### src/rtl/usec_timer_pkg.sv
package usec_timer_pkg;
    localparam int TSF_W  = 64;
    localparam int HALF_W = TSF_W / 2;
    localparam int ARM_BIT = HALF_W - 1;

    typedef enum logic [1:0] {
        LS_IDLE  = 2'd0,
        LS_ARMED = 2'd1,
        LS_FIRE  = 2'd2
    } ld_state_t;
endpackage

### src/rtl/usec_prescaler.sv
module usec_prescaler #(
    parameter int DIV = 100
) (
    input  logic clk,
    input  logic rst_n,
    input  logic restart,
    output logic tick
);
    localparam int CW = (DIV > 1) ? $clog2(DIV) : 1;
    localparam logic [CW-1:0] LAST = CW'(DIV - 1);

    logic [CW-1:0] cnt;

    assign tick = (cnt == LAST);

    always_ff @(posedge clk) begin
        if (!rst_n)              cnt <= '0;
        else if (restart || tick) cnt <= '0;
        else                     cnt <= cnt + 1'b1;
    end

    generate
        if (DIV > 1) begin : g_gap
            // ticks are isolated pulses when the divider is above one
            assert_tick_isolated_R2: assert property (@(posedge clk) disable iff (!rst_n)
                tick |=> !tick);
        end
    endgenerate
endmodule

### src/rtl/tsf_load_seq.sv
module tsf_load_seq
    import usec_timer_pkg::*;
(
    input  logic              clk,
    input  logic              rst_n,
    input  logic              lo_wr,
    input  logic [HALF_W-1:0] lo_wdata,
    input  logic              hi_wr,
    input  logic [HALF_W-1:0] hi_wdata,
    output logic              load_en,
    output logic [TSF_W-1:0]  load_val
);
    ld_state_t state, state_nx;
    logic [HALF_W-1:0] lo_stage;
    logic [HALF_W-2:0] hi_stage;

    // staging registers: updated on every write
    always_ff @(posedge clk) begin
        if (!rst_n) begin
            lo_stage <= '0;
            hi_stage <= '0;
        end else begin
            if (lo_wr) lo_stage <= lo_wdata;
            if (hi_wr) hi_stage <= hi_wdata[ARM_BIT-1:0];
        end
    end

    // state register
    always_ff @(posedge clk) begin
        if (!rst_n) state <= LS_IDLE;
        else        state <= state_nx;
    end

    // next-state logic
    always_comb begin
        state_nx = state;
        unique case (state)
            LS_IDLE:  if (hi_wr && hi_wdata[ARM_BIT])  state_nx = LS_ARMED;
            LS_ARMED: if (hi_wr && !hi_wdata[ARM_BIT]) state_nx = LS_FIRE;
            LS_FIRE:  state_nx = (hi_wr && hi_wdata[ARM_BIT]) ? LS_ARMED : LS_IDLE;
            default:  state_nx = LS_IDLE;
        endcase
    end

    // outputs
    always_comb begin
        load_en  = (state == LS_FIRE);
        load_val = {1'b0, hi_stage, lo_stage};   // top bit forced low
    end

    // a commit is only reached from the armed state
    assert_fire_from_armed_R5: assert property (@(posedge clk) disable iff (!rst_n)
        (state == LS_FIRE) |-> ($past(state) == LS_ARMED));
    // an idle sequencer never commits on the next cycle
    assert_idle_no_fire_R7: assert property (@(posedge clk) disable iff (!rst_n)
        (state == LS_IDLE) |=> (state != LS_FIRE));
    // commits never occur back to back
    assert_single_commit_R6: assert property (@(posedge clk) disable iff (!rst_n)
        load_en |=> !load_en);
endmodule

### src/rtl/tsf_count_core.sv
module tsf_count_core
    import usec_timer_pkg::*;
(
    input  logic              clk,
    input  logic              rst_n,
    input  logic              load_en,
    input  logic [TSF_W-1:0]  load_val,
    input  logic              tick,
    input  logic              rd_strobe,
    output logic [TSF_W-1:0]  tsf,
    output logic [HALF_W-1:0] rd_hi,
    output logic              reload_pulse
);
    always_ff @(posedge clk) begin
        if (!rst_n) begin
            tsf          <= '0;
            reload_pulse <= 1'b0;
        end else begin
            reload_pulse <= load_en;
            if (load_en)   tsf <= load_val;      // load wins over tick
            else if (tick) tsf <= tsf + 1'b1;
        end
    end

    always_ff @(posedge clk) begin
        if (!rst_n)         rd_hi <= '0;
        else if (rd_strobe) rd_hi <= tsf[TSF_W-1:HALF_W];
    end

    // the pulse marks the cycle the staged value became visible
    assert_loaded_value_R5: assert property (@(posedge clk) disable iff (!rst_n)
        reload_pulse |-> (tsf == $past(load_val)));
    // without a tick or load the count holds
    assert_hold_no_tick_R2: assert property (@(posedge clk) disable iff (!rst_n)
        (!load_en && !tick) |=> $stable(tsf));
    // a tick advances by exactly one, carrying across halves
    assert_step_one_R11: assert property (@(posedge clk) disable iff (!rst_n)
        (tick && !load_en) |=> (tsf == $past(tsf) + 64'd1));
    // snapshot equals the upper half seen at the strobe
    assert_snapshot_R10: assert property (@(posedge clk) disable iff (!rst_n)
        rd_strobe |=> (rd_hi == $past(tsf[TSF_W-1:HALF_W])));
endmodule

### src/rtl/usec_timer64.sv
module usec_timer64
    import usec_timer_pkg::*;
#(
    parameter int CLK_PER_US = 100
) (
    input  logic        clk,
    input  logic        rst_n,
    input  logic        lo_wr,
    input  logic [31:0] lo_wdata,
    input  logic        hi_wr,
    input  logic [31:0] hi_wdata,
    input  logic        rd_strobe,
    output logic [31:0] rd_lo,
    output logic [31:0] rd_hi,
    output logic [63:0] tsf,
    output logic        reload_pulse
);
    logic             load_en;
    logic [TSF_W-1:0] load_val;
    logic             tick;

    tsf_load_seq i_seq (
        .clk      (clk),
        .rst_n    (rst_n),
        .lo_wr    (lo_wr),
        .lo_wdata (lo_wdata),
        .hi_wr    (hi_wr),
        .hi_wdata (hi_wdata),
        .load_en  (load_en),
        .load_val (load_val)
    );

    usec_prescaler #(.DIV(CLK_PER_US)) i_presc (
        .clk     (clk),
        .rst_n   (rst_n),
        .restart (load_en),
        .tick    (tick)
    );

    tsf_count_core i_core (
        .clk          (clk),
        .rst_n        (rst_n),
        .load_en      (load_en),
        .load_val     (load_val),
        .tick         (tick),
        .rd_strobe    (rd_strobe),
        .tsf          (tsf),
        .rd_hi        (rd_hi),
        .reload_pulse (reload_pulse)
    );

    assign rd_lo = tsf[HALF_W-1:0];

    // a completed load never sets the top bit
    assert_top_bit_clear_R9: assert property (@(posedge clk) disable iff (!rst_n)
        reload_pulse |-> !tsf[TSF_W-1]);
endmodule

### config.mk
export PLATFORM = sky130hd
export DESIGN_NAME = usec_timer64
export DESIGN_NICKNAME = d
export VERILOG_FILES = /design/src/rtl/usec_timer_pkg.sv /design/src/rtl/usec_prescaler.sv /design/src/rtl/tsf_load_seq.sv /design/src/rtl/tsf_count_core.sv /design/src/rtl/usec_timer64.sv
export SDC_FILE = /design/constraint.sdc
export NUM_CORES = 1
export LEC_CHECK = 0
export ABC_AREA = 1
export CAP_MARGIN = 15
export CORE_MARGIN = 8
export CORE_UTILIZATION = 45
export CTS_CLUSTER_SIZE = 12
export DETAILED_ROUTE_END_ITERATION = 8
export PLACE_DENSITY = 0.73
export SETUP_SLACK_MARGIN = 0.3
export SYNTH_ARGS = -nofsm -noshare
export SYNTH_HDL_FRONTEND = slang
export SYNTH_HIERARCHICAL = 1
export SYNTH_SLANG_ARGS = --single-unit
### constraint.sdc
create_clock -name clk -period 5.18 [get_ports clk]
set_input_delay 0.518 -clock clk [delete_from_list [all_inputs] [get_ports clk]]
set_output_delay 0.518 -clock clk [all_outputs]
set_load 0.05 [all_outputs]
==> results.yml <==
synthesis:
  synth-edff-count: 0
  synth_simple_gate_area_share_pct: 30.2
  synth_top_family_by_area: "simple AND/OR/NAND/NOR gates"
  synthArstFlopShare_pct: 0
  avgSynthCellArea_um2: 7.03
  synth_mux_area_share_pct: 0
  synthCells: 1211
  yosysSeqAreaShare_pct: 39.7
  synth_nets: 1282
  synth_xor_area_share_pct: 3.09
  yosysWarnings: 6
  synth.distinct_cells: 38
  synth_seq_cells: 169
  synth_compound_gate_area_share_pct: 17.6
  synth_area_um2: 8510
  synth_top_cells_by_area: "dfxtp_1 (40%), nor2_1 (12%), nand2_1 (9.4%), o21ai_0 (5.8%), a22oi_1 (4.1%)"
  ys.flop_type: "dfxtp_1"
  yosysTopAreaCellShare_pct: 39.7
  synthAdderAreaFrac_pct: 0.294
  yosys.area.top_type: "dfxtp_1"
routing:
  num_vias: 8555
  drt_iter0_drc: 743
  vias_per_cell: 5.37
  route.detailed.drc: 0
  finalWirelength_um: 28000
  wire_per_inst_um: 17.6
  dr.pass1.iters: 5
  final_antenna_net_count: 0
place:
  io_buffers: 197
  dpl.hpwl_um: 20200
  placed_area_um2: 10300
  place_congestion: 0.931
finish:
  drive_above_1_share_pct: 7.72
  multi_input_area_um2: 4380
  seqCellArea_um2: 3380
  area_growth_pct: 28.6
  antenna_cells: 0
  nets: 1419
  fillers: 1710
  design_area_um2: 11000
setup_path:
  critical_path_class: "flip-flop to flip-flop"
  crit_chain: "ha_1, inv_1, nor2_1, nand3_2, inv_1, inv_1, nor2_4, buf_4, inv_2, a21oi_1, o21ai_1, a31oi_1"
  critical_path_arrival_ps: 3110
  crit_top_cell: "inv_1"
  timing.reg2reg.setup_slack_ps: 2420
  end_kind: "flip-flop"
  critPathLaunchType: "flip-flop"
  r2r_cells: 12
  cpMaxStageDelayCell: "nor2_4"
  slowest_delay_ps: 640
  required_ps: 5530
  critPathMaxFanout: 31
power_and_ir_drop:
  irDropWorstVdd_mv: 0.217
  power_density_nw_per_um2: 267
  total_power_mw: 2.92
  p_leak_nw: 3.91
clock_network:
  postCtsSetupBuffers: 0
  worstSkewPairLatency_ps: 420
  cts_buffer_depth: 2
  clk_pin_slew_ps: 60
  cts-root-buf: "clkbuf_16"
  cts_resized: 0
  cts_tree: "built"
  cts_num_sinks: 169
  htree_levels: 4
  holdBufCountCts: 0
  cts_made_buffers: 17
job:
  drv_cap: 0
floorplanning:
  dieWidth_um: 154
  boundaryPins: 198
  placementRows: 50
  initial_core_util_pct: 45.7
  die_h_um: 154
  dieArea_um2: 23600
  coreArea_um2: 18600
timing:
  hold_violations: 0
  fin_crit_ps: 2760
  setup_tns_ps: 0
  drv_slew: 0
  timing.final.crit_share_pct: 53.4
  tightest_slew_ps: 1060
  rsz0062_at_grt: "false"
  slew_headroom_pct: 28.9
  finalSetupViolCount: 0
  skew_ps: 9.95
  max_freq_mhz: 362
global_routing:
  grt_pass1_vias: 8263
  grt_max_degree: 55
  grt_overflow: 0
  grtUsageTotal_pct: 23.3
  antenna_found_initial: 0
  grt_pass1_wl_um: 44400
min_path:
  hold_depth: 1
  worstHoldPathType: "flip-flop to flip-flop"
outcome:
  outcome: "complete, no violations"
[metrics by stage]
step / hold slack [ps] / setup slack (ps) / utilization, % / instances
2_1_floorplan: 430 / 3180 / - / 1211
3_3_place_gp: 443 / 2330 / 55.5 / 1562
3_5_place_dp: 456 / 2240 / 55.5 / 1562
4_1_cts: 470 / 2420 / 58.6 / 1593
5_1_grt: 512 / 2160 / 58.7 / 1594
6_report: 466 / 2420 / 58.7 / 1594
[cell usage after synthesis, types with 2 or more instances]
library cell / number
a21oi_1: 70
a21oi_2: 4
a22oi_1: 47
a31oi_1: 11
buf_2: 12
buf_4: 36
buf_6: 4
clkbuf_1: 29
clkbuf_2: 6
dfxtp_1: 169
ha_1: 2
inv_1: 63
inv_2: 3
nand2_1: 214
nand2_2: 20
nand2_4: 5
nand3_1: 54
nand3_2: 2
nand4_1: 9
nor2_1: 265
nor2_2: 15
nor2_4: 9
o211ai_1: 2
o21ai_0: 99
o21ai_1: 10
o21bai_1: 9
o21bai_2: 3
xnor2_1: 18
xor2_1: 12
[kinds of logic after synthesis]
kind of cell             count (synthesis)
adder cells (fa/ha/maj)                  2
buffers and inverters                  155
other                                    1
XOR/XNOR                                30
flip-flops                             169
AO/OA/AOI/OAI                          257
AND/OR/NAND/NOR                        597
[worst max-delay path, delay by kind of cell (launching register included)]
kind,cells,cell delay [ps]
AND/OR/NAND/NOR,3,840
AO/OA/AOI/OAI,3,340
adder cells (fa/ha/maj),1,230
buffers and inverters,5,890
flip-flops,1,370
[final cells by class]
| type | count | area share [%] |
|---|---|---|
| Sequential cell | 169 | 30.9 |
| Inverter | 67 | 2.30 |
| Clock buffer | 25 | 4.52 |
| Multi-Input combinational cell | 887 | 40.0 |
| Clock inverter | 6 | 0.811 |
| Tap cell | 234 | 2.67 |
| Timing Repair Buffer | 206 | 18.8 |
[path summary, 6_finish.rpt]
path	start	endpoint
worst max-delay path	i_presc/cnt[0]	i_core/tsf[6]
worst min-delay path	i_presc/cnt[0]	i_presc/cnt[0]
worst max register to register	i_presc/cnt[0]	i_core/tsf[6]
worst min register to register	i_presc/cnt[0]	i_presc/cnt[0]
[report_power, final]
group          switching, mW  leakage (nW)  internal, mW
clock network          0.498         0.280         0.759
logic                  0.167          2.24         0.112
registers             0.0327          1.38          1.35
total                  0.698          3.91          2.22
[registers in the layout, summed over array words and instances (netlist names)]
| signal | count |
|---|---|
| i_presc/cnt | 7 |
| i_seq/state | 2 |
| i_core/reload_pulse | 1 |
| i_seq/lo_stage | 32 |
| i_core/tsf | 64 |
| i_core/rd_hi | 32 |
| i_seq/hi_stage | 31 |
[cell usage in the layout, fill, tap and decap left out, drive strengths merged, types with 4 or more instances in the layout]
cell type,instances
o21bai,13
nand3,56
inv,65
a22oi,47
o21ai,109
clkinv,4
nor2,290
clkdlybuf4s50,196
xor2,12
xnor2,18
nand4,9
nand2,239
a31oi,11
dfxtp,169
a21oi,74
buf,10
clkbuf,25
[routing by layer]
layer / up-vias / GRT usage, % / wire length [um]
met1: 3988 / 29.5 / 11900
met3: 50 / 4.79 / 2120
met5: - / 0 / 0
met2: 330 / 38.5 / 13300
li1: 4187 / - / -
met4: 0 / 8.26 / 673
No activity file was read; power rests on OpenSTA's default activity.
